File: src/rtl/edo_page_pkg.sv
package edo_page_pkg;

    typedef enum logic [3:0] {
        ST_IDLE,
        ST_ROW,
        ST_RCD,
        ST_CSET,
        ST_CAS,
        ST_CPRE,
        ST_PAGE,
        ST_PRE,
        ST_RCAS,
        ST_RRAS
    } edo_state_e;

    // Round a delay in ns up to whole cycles, never less than one.
    function automatic int cycles_of(input int ns, input int clk_ns);
        int c;
        c = (ns + clk_ns - 1) / clk_ns;
        return (c < 1) ? 1 : c;
    endfunction

endpackage

File: src/rtl/edo_cycle_timer.sv
module edo_cycle_timer #(
    parameter int W = 8
) (
    input  logic         clk,
    input  logic         rst_n,
    input  logic         load,
    input  logic [W-1:0] load_val,
    output logic         done
);
    logic [W-1:0] cnt;

    always_ff @(posedge clk) begin
        if (!rst_n)
            cnt <= '0;
        else if (load)
            cnt <= load_val;
        else if (cnt != '0)
            cnt <= cnt - 1'b1;
    end

    assign done = (cnt == '0);
endmodule

File: src/rtl/edo_byte_lanes.sv
module edo_byte_lanes #(
    parameter int LANES = 2
) (
    input  logic               strobe,
    input  logic [LANES-1:0]   be,
    output logic [LANES-1:0]   cas_n,
    output logic [LANES*8-1:0] data_mask
);
    for (genvar i = 0; i < LANES; i++) begin : g_lane
        assign cas_n[i]          = ~(strobe & be[i]);
        assign data_mask[i*8 +: 8] = {8{be[i]}};
    end
endmodule

File: src/rtl/edo_page_ctrl.sv
module edo_page_ctrl
    import edo_page_pkg::*;
#(
    parameter int CLK_NS   = 8,
    parameter int T_RAC_NS = 50,
    parameter int T_AA_NS  = 25,
    parameter int T_RAS_NS = 50,
    parameter int T_RP_NS  = 30,
    parameter int T_CP_NS  = 8,
    parameter int ROW_W    = 12,
    parameter int COL_W    = 10,
    parameter int DW       = 16,
    parameter int TMR_W    = 8
) (
    input  logic                   clk,
    input  logic                   rst_n,
    input  logic                   req_valid,
    output logic                   req_ready,
    input  logic                   req_write,
    input  logic [ROW_W+COL_W-1:0] req_addr,
    input  logic [DW/8-1:0]        req_be,
    input  logic [DW-1:0]          req_wdata,
    output logic [DW-1:0]          rdata,
    output logic                   rdata_valid,
    input  logic                   ref_req,
    output logic                   ref_gnt,
    output logic [ROW_W-1:0]       dram_a,
    output logic                   dram_ras_n,
    output logic                   dram_lcas_n,
    output logic                   dram_ucas_n,
    output logic                   dram_we_n,
    output logic                   dram_oe_n,
    output logic [DW-1:0]          dram_dq_out,
    output logic                   dram_dq_oe,
    input  logic [DW-1:0]          dram_dq_in
);
    localparam int LANES   = DW / 8;
    localparam int CAS_CYC = cycles_of(T_AA_NS, CLK_NS);
    localparam int RCD_CYC = cycles_of(T_RAC_NS - T_AA_NS, CLK_NS);
    localparam int RAS_CYC = cycles_of(T_RAS_NS, CLK_NS);
    localparam int RP_CYC  = cycles_of(T_RP_NS, CLK_NS);
    localparam int CP_CYC  = cycles_of(T_CP_NS, CLK_NS);

    edo_state_e state, nxt;

    logic [ROW_W-1:0] cur_row;
    logic [COL_W-1:0] cur_col;
    logic [LANES-1:0] cur_be;
    logic             cur_wr;
    logic [DW-1:0]    cur_wdata;

    logic             tmr_load, tmr_done, ras_load, ras_done;
    logic [TMR_W-1:0] tmr_val;
    logic             lane_strobe;
    logic [LANES-1:0] lane_cas_n;
    logic [DW-1:0]    lane_mask;
    logic             accept;

    wire [ROW_W-1:0] req_row = req_addr[ROW_W+COL_W-1:COL_W];
    wire [COL_W-1:0] req_col = req_addr[COL_W-1:0];

    edo_cycle_timer #(.W(TMR_W)) u_step_tmr (
        .clk(clk), .rst_n(rst_n), .load(tmr_load), .load_val(tmr_val), .done(tmr_done)
    );

    edo_cycle_timer #(.W(TMR_W)) u_ras_tmr (
        .clk(clk), .rst_n(rst_n), .load(ras_load),
        .load_val(TMR_W'(RAS_CYC - 1)), .done(ras_done)
    );

    edo_byte_lanes #(.LANES(LANES)) u_lanes (
        .strobe(lane_strobe), .be(cur_be), .cas_n(lane_cas_n), .data_mask(lane_mask)
    );

    assign req_ready = !ref_req &&
                       (state == ST_IDLE || (state == ST_PAGE && req_row == cur_row));
    assign accept    = req_valid && req_ready;

    // Next state and timer loads
    always_comb begin
        nxt      = state;
        tmr_load = 1'b0;
        tmr_val  = '0;
        ras_load = 1'b0;
        unique case (state)
            ST_IDLE: begin
                if (ref_req)        nxt = ST_RCAS;
                else if (req_valid) nxt = ST_ROW;
            end
            ST_ROW: begin
                nxt      = ST_RCD;
                tmr_load = 1'b1;
                tmr_val  = TMR_W'(RCD_CYC - 1);
                ras_load = 1'b1;
            end
            ST_RCD:  if (tmr_done) nxt = ST_CSET;
            ST_CSET: begin
                nxt      = ST_CAS;
                tmr_load = 1'b1;
                tmr_val  = TMR_W'(CAS_CYC - 1);
            end
            ST_CAS: if (tmr_done) begin
                nxt      = ST_CPRE;
                tmr_load = 1'b1;
                tmr_val  = TMR_W'(CP_CYC - 1);
            end
            ST_CPRE: if (tmr_done) nxt = ST_PAGE;
            ST_PAGE: begin
                if (accept)
                    nxt = ST_CSET;
                else if ((ref_req || req_valid) && ras_done) begin
                    nxt      = ST_PRE;
                    tmr_load = 1'b1;
                    tmr_val  = TMR_W'(RP_CYC - 1);
                end
            end
            ST_PRE:  if (tmr_done) nxt = ST_IDLE;
            ST_RCAS: begin
                nxt      = ST_RRAS;
                ras_load = 1'b1;
            end
            ST_RRAS: if (ras_done) begin
                nxt      = ST_PRE;
                tmr_load = 1'b1;
                tmr_val  = TMR_W'(RP_CYC - 1);
            end
            default: nxt = ST_IDLE;
        endcase
    end

    // State and request registers
    always_ff @(posedge clk) begin
        if (!rst_n) begin
            state       <= ST_IDLE;
            cur_row     <= '0;
            cur_col     <= '0;
            cur_be      <= '0;
            cur_wr      <= 1'b0;
            cur_wdata   <= '0;
            rdata       <= '0;
            rdata_valid <= 1'b0;
        end else begin
            state       <= nxt;
            rdata_valid <= 1'b0;
            if (accept) begin
                if (state == ST_IDLE) cur_row <= req_row;
                cur_col   <= req_col;
                cur_be    <= req_be;
                cur_wr    <= req_write;
                cur_wdata <= req_wdata;
            end
            if (state == ST_CAS && tmr_done && !cur_wr) begin
                rdata       <= dram_dq_in & lane_mask;
                rdata_valid <= 1'b1;
            end
        end
    end

    // Pin outputs decoded from the state
    always_comb begin
        dram_ras_n  = 1'b1;
        dram_we_n   = 1'b1;
        dram_oe_n   = 1'b1;
        dram_dq_oe  = 1'b0;
        lane_strobe = 1'b0;
        ref_gnt     = 1'b0;
        dram_a      = ROW_W'(cur_col);
        dram_lcas_n = lane_cas_n[0];
        dram_ucas_n = lane_cas_n[LANES-1];
        unique case (state)
            ST_IDLE, ST_ROW, ST_PRE: dram_a = cur_row;
            ST_RCD: begin
                dram_ras_n = 1'b0;
                dram_a     = cur_row;
            end
            ST_CSET: begin
                dram_ras_n = 1'b0;
                dram_we_n  = !cur_wr;
                dram_dq_oe = cur_wr;
            end
            ST_CAS: begin
                dram_ras_n  = 1'b0;
                lane_strobe = 1'b1;
                dram_we_n   = !cur_wr;
                dram_dq_oe  = cur_wr;
                dram_oe_n   = cur_wr;
                dram_lcas_n = lane_cas_n[0];
                dram_ucas_n = lane_cas_n[LANES-1];
            end
            ST_CPRE, ST_PAGE: dram_ras_n = 1'b0;
            ST_RCAS: begin
                dram_lcas_n = 1'b0;
                dram_ucas_n = 1'b0;
            end
            ST_RRAS: begin
                dram_ras_n  = 1'b0;
                dram_lcas_n = 1'b0;
                dram_ucas_n = 1'b0;
                ref_gnt     = ras_done;
            end
            default: dram_ras_n = 1'b1;
        endcase
    end

    assign dram_dq_out = cur_wdata;
endmodule

File: config.mk
export PLATFORM = sky130hd
export DESIGN_NAME = edo_page_ctrl
export DESIGN_NICKNAME = d
export VERILOG_FILES = /design/src/rtl/edo_page_pkg.sv /design/src/rtl/edo_cycle_timer.sv /design/src/rtl/edo_byte_lanes.sv /design/src/rtl/edo_page_ctrl.sv
export SDC_FILE = /design/constraint.sdc
export NUM_CORES = 1
export LEC_CHECK = 0
export ABC_AREA = 1
export BUFFER_PORTS_ARGS = -buffer_cell sky130_fd_sc_hd__buf_4
export CORE_MARGIN = 2
export CORE_UTILIZATION = 40
export CTS_CLUSTER_DIAMETER = 100
export DETAILED_ROUTE_END_ITERATION = 8
export RECOVER_POWER = 25
export SLEW_MARGIN = 20
export SYNTH_ARGS = -nofsm -noshare
export SYNTH_HDL_FRONTEND = slang
export SYNTH_SLANG_ARGS = --single-unit
File: constraint.sdc
create_clock -name clk -period 2 [get_ports clk]
set_clock_uncertainty 0.15 [all_clocks]
set_input_delay 0.2 -clock clk [delete_from_list [all_inputs] [get_ports clk]]
set_output_delay 0.2 -clock clk [all_outputs]
set_load 0.02 [all_outputs]
==> impl_metrics.prom, run 1 <==
# TYPE chip_impl_metric gauge
chip_impl_metric{name="globalplace.congestion",unit=""} 0.945
chip_impl_metric{name="postSynthRegisterBits",unit=""} 78
chip_impl_info{name="worst_setup_path_endpoint",value="req_ready"} 1
chip_impl_metric{name="die_h",unit="microns"} 99.8
chip_impl_info{name="criticalPathCategory",value="reg -> out"} 1
chip_impl_info{name="rsz0062_at_grt",value="yes"} 1
chip_impl_metric{name="portBuffers",unit=""} 113
chip_impl_info{name="startpoint",value="state[1]$_SDFFE_PN0P_"} 1
chip_impl_info{name="timing.critical_path.from_type",value="register"} 1
chip_impl_metric{name="synth_area_per_cell",unit="sq um"} 6.97
chip_impl_info{name="root_buffer",value="clkbuf_8"} 1
chip_impl_metric{name="number_of_nets_in_the_layout",unit=""} 775
chip_impl_metric{name="crit_arrival",unit="ns"} 1.64
chip_impl_metric{name="area_growth",unit="%"} 52.6
chip_impl_metric{name="synth_compound_gate_area_share",unit="%"} 12.0
chip_impl_metric{name="synthMuxAreaShare",unit="%"} 0
chip_impl_metric{name="floorplan.initialDensity",unit="%"} 41.7
chip_impl_metric{name="first_pass_grt_wire_length",unit="mm"} 16.9
chip_impl_metric{name="worstSkewPairLatency",unit="ns"} 0.35
chip_impl_metric{name="core_region_area",unit="sq mm"} 0.00881
chip_impl_metric{name="yosys.area_share.xor_xnor",unit="%"} 2.86
chip_impl_metric{name="detailedRoute.firstPassIterationCount",unit=""} 5
chip_impl_metric{name="postSynthCellCount",unit=""} 527
chip_impl_metric{name="crit_required",unit="ns"} 1.65
chip_impl_metric{name="setup_ws",unit="ns"} 0.0143
chip_impl_info{name="status",value="complete, no violations"} 1
chip_impl_metric{name="reg2regPathDepth",unit=""} 12
chip_impl_info{name="post_synth_main_area_contributors",value="dfxtp_1, nor2_1, nand2_1"} 1
chip_impl_info{name="critical_path.endpoint_type",value="primary output"} 1
chip_impl_metric{name="antenna_found_initial",unit=""} 0
chip_impl_metric{name="globalRouteTotalUtil",unit="%"} 21.0
chip_impl_metric{name="n_antenna_cell",unit=""} 0
chip_impl_metric{name="dieArea",unit="sq mm"} 0.00996
chip_impl_metric{name="number_of_drc_violations_after_detailed_routing",unit=""} 0
chip_impl_metric{name="max_clock_freq",unit="GHz"} 0.504
chip_impl_metric{name="nFillCells",unit=""} 796
chip_impl_metric{name="syn-cell-area",unit="sq mm"} 0.00367
chip_impl_metric{name="place_hpwl",unit="mm"} 7.08
chip_impl_metric{name="placement.setup.worst_slack",unit="ns"} 0.00197
chip_impl_info{name="cts_tree",value="yes"} 1
chip_impl_metric{name="yosys_warnings",unit=""} 0
chip_impl_metric{name="drt-initial-drc-count",unit=""} 94
chip_impl_metric{name="r2r_slack",unit="ns"} 0.05
chip_impl_metric{name="die_w",unit="microns"} 99.8
chip_impl_metric{name="row_count",unit=""} 34
chip_impl_metric{name="timing.final.max_slew_violations",unit=""} 0
chip_impl_metric{name="finalInstanceArea",unit="sq mm"} 0.00560
chip_impl_info{name="hp-start",value="req_addr[11]"} 1
chip_impl_metric{name="cap_viol_max_count",unit=""} 0
chip_impl_metric{name="synth_fp_nets",unit=""} 591
chip_impl_info{name="min-delay-path-class",value="in -> reg"} 1
chip_impl_metric{name="finalSetupViolCount",unit=""} 0
chip_impl_metric{name="io_pins",unit=""} 114
chip_impl_info{name="worstReg2RegEnd",value="dram_dq_out[10]$_SDFFE_PN0P_"} 1
chip_impl_metric{name="h-tree-depth",unit=""} 3
chip_impl_metric{name="synth.top_cell.area_share",unit="%"} 42.5
chip_impl_metric{name="num_vias",unit=""} 3964
chip_impl_metric{name="postRouteAntennaNets",unit=""} 0
chip_impl_metric{name="wire_per_inst",unit="microns"} 13.2
chip_impl_metric{name="timing.final.crit_period",unit="ns"} 1.99
chip_impl_metric{name="placedInstanceArea",unit="sq mm"} 0.00463
chip_impl_metric{name="hold_violations",unit=""} 0
chip_impl_metric{name="numClockSinks",unit=""} 78
chip_impl_metric{name="power.density",unit="mW/mm^2"} 1190
chip_impl_metric{name="vdd_ir_drop_max",unit="uV"} 477
chip_impl_metric{name="worst_setup_hold_path_clk_slew",unit="ns"} 0.08
chip_impl_info{name="yosys.area.top_type",value="dfxtp_1"} 1
chip_impl_metric{name="synth.yosys.seq_area_share",unit="%"} 42.5
chip_impl_metric{name="period_share",unit="%"} 99.3
chip_impl_info{name="worst_r2r_startpoint",value="state[1]$_SDFFE_PN0P_"} 1
chip_impl_metric{name="global_route.overflow_total",unit=""} 0
chip_impl_info{name="dominant_combinational_cell_family_by_area_after_synthesis",value="simple AND/OR/NAND/NOR gates"} 1
chip_impl_metric{name="worstMarginPinSlew",unit="ns"} 0.411
chip_impl_metric{name="first_global_vias",unit=""} 3665
chip_impl_metric{name="synth-simple-area-share",unit="%"} 31.9
chip_impl_metric{name="cts-root-to-sink-buffers",unit=""} 2
chip_impl_metric{name="ys_types",unit=""} 37
chip_impl_metric{name="power_leakage",unit="uW"} 0.00260
chip_impl_metric{name="cts_inserted_buffers",unit=""} 9
chip_impl_metric{name="viasPerCell",unit=""} 4.81
chip_impl_metric{name="fin_tns_setup",unit="ns"} 0
chip_impl_metric{name="synth_fa_ha_area_share",unit="%"} 1.02
chip_impl_metric{name="peak_fanout_along_the_critical_path",unit=""} 6
chip_impl_metric{name="layout-drive-gt1-share",unit="%"} 24.6
chip_impl_metric{name="worst_slew_margin_rel",unit="%"} 72.6
chip_impl_metric{name="grt_max_degree",unit=""} 35
chip_impl_metric{name="finalWirelength",unit="mm"} 10.9
placed cells by master (no fill, tap or decap), types with 6 or more instances in the layout:
cell type      instances
o21ai_0               48
nor2_1               102
a21oi_1               22
inv_2                  9
buf_6                  6
o21ai_1                7
nand3_1               35
nor2_2                 8
clkbuf_8              11
buf_4                 99
nand2_1               90
xor2_1                 8
inv_1                 51
clkbuf_1              28
dlygate4sd3_1         58
dfxtp_1               73
cells in the mapped netlist, drive strengths merged:
| cell | n |
|---|---|
| nand4 | 4 |
| clkbuf | 12 |
| ha | 3 |
| dfxtp | 78 |
| or3 | 1 |
| a2111oi | 1 |
| xor2 | 8 |
| nor2 | 116 |
| o21ai | 59 |
| a211oi | 1 |
| or2 | 2 |
| buf | 8 |
| clkinv | 1 |
| o2111ai | 1 |
| a21oi | 23 |
| inv | 63 |
| xnor2 | 4 |
| nand3 | 37 |
| nor3 | 5 |
| nand3b | 2 |
| nand2 | 98 |
worst max-delay path, cell delays in order, from the launching register on:
cell     delay [ns]
dfxtp_2        0.39
inv_2          0.08
nor2_2         0.15
nand2_2        0.10
nor2_2         0.09
nand2_1        0.05
nor2_1         0.08
nand2_1        0.09
nand2_4        0.11
buf_6          0.13
routing by layer:
metal / GRT usage, % / share of wire, % / vias up / wire [microns]
met4: 7.17 / 2.2 / 0 / 240
met1: 26.6 / 45 / 1818 / 4870
met3: 4.46 / 3.6 / 24 / 393
met2: 35.5 / 49 / 93 / 5370
li1: - / - / 2029 / -
met5: 0 / 0 / - / 0
how the worst min path moves through the flow:
stage	endpoint	slack (ns)	depth (start not counted)
2_1_floorplan	rdata[0]$_SDFFE_PN0P_	0.18	2
3_3_place_gp	rdata[8]$_SDFFE_PN0P_	0.27	3
3_5_place_dp	rdata[13]$_SDFFE_PN0P_	0.28	3
4_1_cts	cur_wr$_SDFFE_PN0P_	0.15	3
5_1_grt	cur_wr$_SDFFE_PN0P_	0.16	3
6_report	cur_row[1]$_SDFFE_PN0P_	0.15	4
layout make-up:
class	instances	area, sq um	share of cell area, %
Clock buffer	11	151	2.70
Clock inverter	5	81.3	1.45
Inverter	64	251	4.49
Multi-Input combinational cell	366	1900	34.0
Sequential cell	78	1570	28.0
Tap cell	108	135	2.41
Timing Repair Buffer	192	1510	26.9
sequential cells by signal (all words and copies together) (netlist names):
signal and count:
rdata 16, u_step_tmr.cnt 8, cur_wr 1, cur_row 12
state 4, cur_be 2, cur_col 10, u_ras_tmr.cnt 8
dram_dq_out 16, rdata_valid 1
power by group:
part | internal, uW | switching, uW
Clock | 771 | 589
Combinational | 1330 | 1830
Sequential | 1880 | 248
cell families after synthesis:
group                    after synthesis
XOR/XNOR                              12
AND/OR/NAND/NOR                      265
AO/OA/AOI/OAI                         85
buffers and inverters                 84
flip-flops                            78
adder cells (fa/ha/maj)                3
stage by stage:
| stage | power, uW | hold slack [ns] | std cells | utilization (%) |
|---|---|---|---|---|
| floorplan | 3980 | 0.184 | 527 | - |
| global placement | 4780 | 0.273 | 739 | 52.6 |
| detailed placement | 4820 | 0.277 | 739 | 52.6 |
| CTS | 6500 | 0.155 | 818 | 63.2 |
| global route | 7150 | 0.164 | 824 | 63.6 |
| finish | 6650 | 0.146 | 824 | 63.6 |
repair_timing:
action | CTS | global route
cloned | 2 | 1
pin swaps | 4 | 12
endpoints found under the setup margin | 17 | 55
hold buffers | 59 | 0
gates resized for setup | 34 | 31
setup buffers | 2 | 7
endpoints found under the hold margin | 58 | 0
Note: power is estimated with default switching activity, not from simulation.
==> inputs of run 2 (changes only) <==
--- a/config.mk
+++ b/config.mk
@@ -6,11 +6,11 @@
 export NUM_CORES = 1
 export LEC_CHECK = 0
 export ABC_AREA = 1
-export BUFFER_PORTS_ARGS = -buffer_cell sky130_fd_sc_hd__buf_4
 export CORE_MARGIN = 2
 export CORE_UTILIZATION = 40
 export CTS_CLUSTER_DIAMETER = 100
 export DETAILED_ROUTE_END_ITERATION = 8
+export DONT_BUFFER_PORTS = 1
 export RECOVER_POWER = 25
 export SLEW_MARGIN = 20
 export SYNTH_ARGS = -nofsm -noshare
==> run 2 against run 1 <==
First-iteration DRC count increased by 100%. Flip-flop and latch count unchanged. Via count down 10%. Critical path type unchanged. Largest cell class unchanged.
==> impl_metrics.prom, run 2 (same netlist as run 1, synthesis figures left out) <==
# TYPE chip_impl_metric gauge
chip_impl_metric{name="cp_num_buf_inv",unit=""} 5
chip_impl_metric{name="postRouteAntennaNets",unit=""} 0
chip_impl_metric{name="cts-root-to-sink-buffers",unit=""} 2
chip_impl_info{name="timing.critical_path.cells",value="inv_2 > nor2_1 > inv_1 > nor3_2 > inv_1 > nand2_2 > a2111oi_4 > buf_4 > buf_6"} 1
chip_impl_metric{name="area_growth",unit="%"} 35.4
chip_impl_metric{name="layout-drive-gt1-share",unit="%"} 16.9
chip_impl_metric{name="reg2regPathDepth",unit=""} 14
chip_impl_metric{name="worstSkewPairLatency",unit="ns"} 0.36
chip_impl_metric{name="timing.final.crit_period",unit="ns"} 1.99
chip_impl_info{name="criticalPathCategory",value="reg -> out"} 1
chip_impl_metric{name="portBuffers",unit=""} 0
chip_impl_metric{name="drt-initial-drc-count",unit=""} 188
chip_impl_metric{name="detailedRoute.firstPassIterationCount",unit=""} 4
chip_impl_metric{name="peak_fanout_along_the_critical_path",unit=""} 3
chip_impl_metric{name="worst_setup_hold_path_clk_slew",unit="ns"} 0.08
chip_impl_info{name="hp-start",value="rst_n"} 1
chip_impl_info{name="crit_top_cell",value="inv_1"} 1
chip_impl_metric{name="totalPowerFinal",unit="uW"} 6260
chip_impl_metric{name="viasPerCell",unit=""} 4.90
chip_impl_metric{name="n_antenna_cell",unit=""} 0
chip_impl_metric{name="number_of_nets_in_the_layout",unit=""} 679
chip_impl_info{name="min-delay-path-class",value="in -> reg"} 1
chip_impl_metric{name="worst_slew_margin_rel",unit="%"} 73.0
chip_impl_metric{name="place_hpwl",unit="mm"} 6.48
chip_impl_info{name="rsz0062_at_grt",value="yes"} 1
chip_impl_info{name="worst_r2r_startpoint",value="state[2]$_SDFFE_PN0P_"} 1
chip_impl_metric{name="period_share",unit="%"} 99.3
chip_impl_metric{name="number_of_drc_violations_after_detailed_routing",unit=""} 0
chip_impl_metric{name="floorplan.initialDensity",unit="%"} 41.7
chip_impl_metric{name="cts_inserted_buffers",unit=""} 9
chip_impl_metric{name="row_count",unit=""} 34
chip_impl_metric{name="cap_viol_max_count",unit=""} 0
chip_impl_metric{name="worstMarginPinSlew",unit="ns"} 0.404
chip_impl_info{name="critical_path.endpoint_type",value="primary output"} 1
chip_impl_metric{name="dieArea",unit="sq mm"} 0.00996
chip_impl_metric{name="globalRouteTotalUtil",unit="%"} 19.8
chip_impl_metric{name="fin_tns_setup",unit="ns"} 0
chip_impl_info{name="status",value="complete, no violations"} 1
chip_impl_metric{name="r2r_slack",unit="ns"} 0.10
chip_impl_metric{name="timing.final.max_slew_violations",unit=""} 0
chip_impl_metric{name="numClockSinks",unit=""} 78
chip_impl_metric{name="grt_max_degree",unit=""} 63
chip_impl_metric{name="cpPeakStageDelay",unit="ns"} 0.34
chip_impl_metric{name="globalplace.congestion",unit=""} 0.875
chip_impl_metric{name="core_region_area",unit="sq mm"} 0.00881
chip_impl_metric{name="num_vias",unit=""} 3564
chip_impl_info{name="final_cell_mix",value="nor2_1, nand2_1, dfxtp_1, dlygate4sd3_1, inv_1"} 1
chip_impl_metric{name="vdd_ir_drop_max",unit="uV"} 592
chip_impl_info{name="root_buffer",value="clkbuf_8"} 1
chip_impl_info{name="timing.critical_path.from_type",value="register"} 1
chip_impl_metric{name="min_delay_path_depth",unit=""} 2
chip_impl_metric{name="first_pass_grt_wire_length",unit="mm"} 15.9
chip_impl_metric{name="finalWirelength",unit="mm"} 10.1
chip_impl_metric{name="global_route.overflow_total",unit=""} 0
chip_impl_metric{name="max_clock_freq",unit="GHz"} 0.504
chip_impl_info{name="most_frequent_standard_cell_in_the_layout_excluding_fill_and_tap_cells",value="nor2_1"} 1
chip_impl_metric{name="die_h",unit="microns"} 99.8
chip_impl_metric{name="finalSetupViolCount",unit=""} 0
chip_impl_metric{name="h-tree-depth",unit=""} 3
chip_impl_info{name="startpoint",value="state[3]$_SDFFE_PN0P_"} 1
chip_impl_metric{name="antenna_found_initial",unit=""} 0
chip_impl_metric{name="io_pins",unit=""} 114
chip_impl_metric{name="die_w",unit="microns"} 99.8
chip_impl_info{name="cell_class_contributing_the_biggest_share_of_worst_path_delay",value="buffers and inverters"} 1
chip_impl_info{name="cts_tree",value="yes"} 1
chip_impl_metric{name="layout.core_utilization",unit="%"} 56.4
chip_impl_metric{name="crit_arrival",unit="ns"} 1.64
chip_impl_metric{name="first_global_vias",unit=""} 3444
chip_impl_metric{name="hold_violations",unit=""} 0
chip_impl_info{name="critPathSlowestCell",value="dfxtp_2"} 1
chip_impl_metric{name="crit_required",unit="ns"} 1.65
chip_impl_metric{name="power.density",unit="mW/mm^2"} 1260
chip_impl_metric{name="wire_per_inst",unit="microns"} 13.8
chip_impl_info{name="worstReg2RegEnd",value="state[0]$_SDFFE_PN0P_"} 1
chip_impl_info{name="hold-path-endpoint",value="u_ras_tmr.cnt[2]$_SDFFE_PN0P_"} 1
chip_impl_metric{name="power_leakage",unit="uW"} 0.00224
run 2: cell count changes in the layout (fill, tap and decap cells not counted), moves of 2 or more:
cell           change
buf_4             -72
clkbuf_1          -28
o21ai_1           +10
o21ai_0            -9
inv_1              +4
buf_6              +3
inv_2              -3
nand2_1            -3
bufinv_16          -2
dlygate4sd3_1      +2
nand2_2            +2
run 2: cell type report:
class                   instances  area, sq um
clock inverters                 5         40.0
well taps                     108          135
clock buffers                  11          151
inverters                      64          251
fillers                       807         3840
multi-input cells             365         1900
repair buffers                 97          925
flip-flops and latches         78         1570
run 2: worst max path at each step:
stage                               to  cells past startpoint  slack, ns
2_1_floorplan    state[2]$_SDFFE_PN0P_                     11       0.11
3_3_place_gp                dram_ras_n                      9       0.07
3_5_place_dp   cur_col[0]$_SDFFE_PN0P_                      9       0.07
4_1_cts        cur_col[0]$_SDFFE_PN0P_                     13     -0.006
5_1_grt                      dram_a[8]                      9      -0.06
6_report                    dram_ras_n                      9       0.01
run 2: repair_timing:
item	CTS	global route
hold endpoints to repair	69	2
cloned	2	0
pin swaps	4	8
hold buffers	59	2
setup endpoints to repair	15	56
gates resized for setup	26	47
setup buffers	4	3
run 2: metal layers:
layer  share of wire [%]  GRT usage [%]  vias up
met4                 1.4           8.75        0
met1                  44           24.2     1614
met3                 5.2           4.74       10
met5                   0              0        -
met2                  50           33.3      104
li1                    -              -     1836
run 2: worst register-to-register path: stages (launching register included):
cell     delay (ns)
dfxtp_2        0.36
inv_2          0.06
nor2_4         0.13
buf_6          0.14
nand2_4        0.05
nor2_2         0.07
nand2_1        0.05
nor2_1         0.08
nand2_1        0.09
nand2_4        0.11
nand2_8        0.13
nand3_2        0.11
nand2_2        0.08
o21ai_1        0.15
nor2_1         0.05
run 2: per-stage QoR:
| stage | std cells | hold WS [ns] | area (sq um) | worst slack, ns |
|---|---|---|---|---|
| after global routing | 728 | 0.0326 | 4970 | -0.0554 |
| after global placement | 642 | 0.187 | 3900 | 0.0657 |
| final | 728 | 0.0235 | 4970 | 0.0148 |
| after floorplan | 527 | 0.184 | 3670 | 0.111 |
| after detailed placement | 642 | 0.191 | 3900 | 0.0745 |
| after CTS | 723 | -0.134 | 4800 | -0.00639 |
run 2: report_power, final:
| group | total [uW] | internal, uW | leakage (uW) | switching [uW] |
|---|---|---|---|---|
| logic | 2930 | 1230 | 0.00150 | 1700 |
| clock network | 1140 | 530 | 0.000100 | 608 |
| registers | 2190 | 1870 | 0.000639 | 319 |
| total | 6260 | 3630 | 0.00224 | 2630 |
==> inputs of run 3 (changes only) <==
--- a/config.mk
+++ b/config.mk
@@ -7,7 +7,7 @@
 export LEC_CHECK = 0
 export ABC_AREA = 1
 export CORE_MARGIN = 2
-export CORE_UTILIZATION = 40
+export CORE_UTILIZATION = 32
 export CTS_CLUSTER_DIAMETER = 100
 export DETAILED_ROUTE_END_ITERATION = 8
 export DONT_BUFFER_PORTS = 1
==> run 3 against run 2 <==
The run now ends with setup timing left. Combinational power about the same. Cell count rose by 4.4%. Routed wire length is 11% higher. First-iteration DRC count fell by 10%. Global-route usage shrank 2.0 points. Maximum frequency down 2.3%. Setup slack got worse by 0.046 ns. Hold slack gained 0.019 ns. Non-clock buffer count decreased by 5. Critical path type unchanged.
==> impl_metrics.prom, run 3 (same netlist as run 1, synthesis figures left out) <==
# TYPE chip_impl_metric gauge
chip_impl_metric{name="drt-initial-drc-count",unit=""} 169
chip_impl_metric{name="h-tree-depth",unit=""} 3
chip_impl_info{name="cts_tree",value="yes"} 1
chip_impl_metric{name="whs",unit="ns"} 0.0423
chip_impl_metric{name="globalRouteMet3Util",unit="%"} 5.30
chip_impl_metric{name="postRouteAntennaNets",unit=""} 0
chip_impl_metric{name="timing.final.crit_period",unit="ns"} 2.03
chip_impl_metric{name="nFillCells",unit=""} 1121
chip_impl_metric{name="first_pass_grt_wire_length",unit="mm"} 17.8
chip_impl_info{name="criticalPathCategory",value="reg -> out"} 1
chip_impl_info{name="min-delay-path-class",value="in -> reg"} 1
chip_impl_metric{name="power_leakage",unit="uW"} 0.00226
chip_impl_info{name="timing.critical_path.from_type",value="register"} 1
chip_impl_metric{name="worstSkewPairLatency",unit="ns"} 0.34
chip_impl_metric{name="io_pins",unit=""} 114
chip_impl_info{name="status",value="complete, but fails checks"} 1
chip_impl_metric{name="portBuffers",unit=""} 0
chip_impl_info{name="violations",value="setup timing"} 1
chip_impl_metric{name="timing.final.max_slew_violations",unit=""} 0
chip_impl_info{name="root_buffer",value="clkbuf_16"} 1
chip_impl_metric{name="row_count",unit=""} 39
chip_impl_metric{name="crit_arrival",unit="ns"} 1.68
chip_impl_metric{name="number_of_drc_violations_after_detailed_routing",unit=""} 0
chip_impl_metric{name="crit_required",unit="ns"} 1.65
chip_impl_metric{name="register_area",unit="sq mm"} 0.00158
chip_impl_metric{name="peak_fanout_along_the_critical_path",unit=""} 3
chip_impl_metric{name="grt_max_degree",unit=""} 63
chip_impl_metric{name="number_of_nets_in_the_layout",unit=""} 676
chip_impl_metric{name="die_w",unit="microns"} 111
chip_impl_metric{name="globalplace.congestion",unit=""} 0.920
chip_impl_metric{name="finalWirelength",unit="mm"} 11.1
chip_impl_info{name="final_cell_mix",value="nor2_1, nand2_1, dfxtp_1, dlygate4sd3_1, inv_1"} 1
chip_impl_info{name="most_frequent_standard_cell_in_the_layout_excluding_fill_and_tap_cells",value="nor2_1"} 1
chip_impl_metric{name="n_antenna_cell",unit=""} 0
chip_impl_metric{name="numClockSinks",unit=""} 78
chip_impl_metric{name="setup_ws",unit="ns"} -0.0315
chip_impl_metric{name="layout.cells.non_filler",unit=""} 760
chip_impl_metric{name="place_hpwl",unit="mm"} 6.83
chip_impl_metric{name="global_route.usage.met2",unit="%"} 31.5
chip_impl_metric{name="globalRouteTotalUtil",unit="%"} 17.8
chip_impl_metric{name="global_route.overflow_total",unit=""} 0
chip_impl_info{name="critical_path.endpoint_type",value="primary output"} 1
chip_impl_metric{name="cts-root-to-sink-buffers",unit=""} 2
chip_impl_metric{name="worstMarginPinSlew",unit="ns"} 0.432
chip_impl_metric{name="die_h",unit="microns"} 111
chip_impl_metric{name="dieArea",unit="sq mm"} 0.0123
chip_impl_metric{name="layout-drive-gt1-share",unit="%"} 17.5
chip_impl_metric{name="first_global_vias",unit=""} 3717
chip_impl_metric{name="totalPowerFinal",unit="uW"} 6760
chip_impl_metric{name="layout.core_utilization",unit="%"} 45.3
chip_impl_metric{name="detailedRoute.firstPassIterationCount",unit=""} 4
chip_impl_metric{name="period_share",unit="%"} 102
chip_impl_info{name="rsz0062_at_grt",value="yes"} 1
chip_impl_metric{name="cts_inserted_buffers",unit=""} 9
chip_impl_metric{name="area_growth",unit="%"} 39.8
chip_impl_metric{name="wire_per_inst",unit="microns"} 14.6
chip_impl_metric{name="groute.layer.met1.usage",unit="%"} 20.2
chip_impl_metric{name="dp_cells",unit=""} 672
chip_impl_metric{name="viasPerCell",unit=""} 4.86
chip_impl_metric{name="cap_viol_max_count",unit=""} 0
chip_impl_metric{name="multi_input_comb_area",unit="sq mm"} 0.00194
chip_impl_metric{name="floorplan.initialDensity",unit="%"} 32.4
chip_impl_metric{name="num_vias",unit=""} 3692
chip_impl_metric{name="antenna_found_initial",unit=""} 0
chip_impl_metric{name="worst_setup_hold_path_clk_slew",unit="ns"} 0.06
chip_impl_info{name="grt.busiest_layer",value="met2"} 1
chip_impl_metric{name="vdd_ir_drop_max",unit="uV"} 772
chip_impl_metric{name="core_region_area",unit="sq mm"} 0.0113
chip_impl_metric{name="max_clock_freq",unit="GHz"} 0.492
chip_impl_metric{name="worst_slew_margin_rel",unit="%"} 71.2
chip_impl_metric{name="power.density",unit="mW/mm^2"} 1320
chip_impl_metric{name="hold_violations",unit=""} 0
chip_impl_metric{name="fin_tns_setup",unit="ns"} -0.0564
chip_impl_metric{name="finalSetupViolCount",unit=""} 5
==> run 3: changes by cell type in the layout (fill, tap and decap cells not counted), moves of 3 or more <==
cell	previous run	this run
clkbuf_16	0	9
clkbuf_8	11	2
o21ai_0	39	34
buf_4	27	23
dfxtp_2	4	0
dfxtp_4	0	4
nand2_2	7	4
o21ai_2	3	6
==> run 3: critical path, cell delays in order (launching register included) <==
cell,delay (ns)
dfxtp_4,0.37
inv_6,0.08
nor2_4,0.04
inv_2,0.06
nor3_2,0.04
inv_2,0.09
nand2_4,0.06
a2111oi_4,0.32
buf_4,0.17
buf_6,0.10
==> run 3: through the flow <==
| step | area [sq um] | setup slack, ns |
|---|---|---|
| 2_1_floorplan | 3670 | 0.111 |
| 3_3_place_gp | 3910 | -0.0126 |
| 3_5_place_dp | 3910 | -0.0184 |
| 4_1_cts | 4930 | -0.00340 |
| 5_1_grt | 5130 | -0.114 |
| 6_report | 5130 | -0.0315 |
==> run 3: final timing paths <==
| kind | endpoint | slack (ns) | depth (start not counted) | start |
|---|---|---|---|---|
| setup / recovery | dram_ras_n | -0.03 | 9 | state[3]$_SDFFE_PN0P_ |
| hold / removal | cur_row[2]$_SDFFE_PN0P_ | 0.04 | 4 | req_valid |
| hold reg to reg | u_ras_tmr.cnt[0]$_SDFFE_PP0P_ | 0.31 | 2 | u_ras_tmr.cnt[0]$_SDFFE_PP0P_ |
| setup reg to reg | state[0]$_SDFFE_PN0P_ | 0.07 | 14 | state[2]$_SDFFE_PN0P_ |
==> run 3: what timing repair did <==
| action | in CTS | in global routing |
|---|---|---|
| hold endpoints to repair | 69 | 0 |
| endpoints found under the setup margin | 25 | 78 |
| hold buffers | 60 | 0 |
| buffers inserted | 3 | 5 |
| resized for setup | 34 | 58 |
| pin swaps | 2 | 10 |
| cloned | 2 | 2 |
==> run 3: layout make-up <==
type	count	share of cell area, %
timing repair buffer	92	17.3
multi-input combinational	367	37.9
inverter	64	5.00
sequential	78	30.7
clock buffer	11	4.93
clock inverter	5	0.658
tap	143	3.49
==> run 3: power by group <==
group | switching [uW] | total (uW) | internal (uW) | leakage [uW]
Clock | 659 | 1560 | 905 | 0.000138
Combinational | 1750 | 2960 | 1210 | 0.00148
Sequential | 346 | 2230 | 1890 | 0.000640
Total | 2750 | 6760 | 4000 | 0.00226
==> run 3: metal layers <==
layer  share of wire, %  vias up  wire, microns
met5                  0        -              0
met4                2.2        0            246
met3                5.7       23            629
met2                 51      116           5680
met1                 41     1710           4570
li1                   -     1843              -
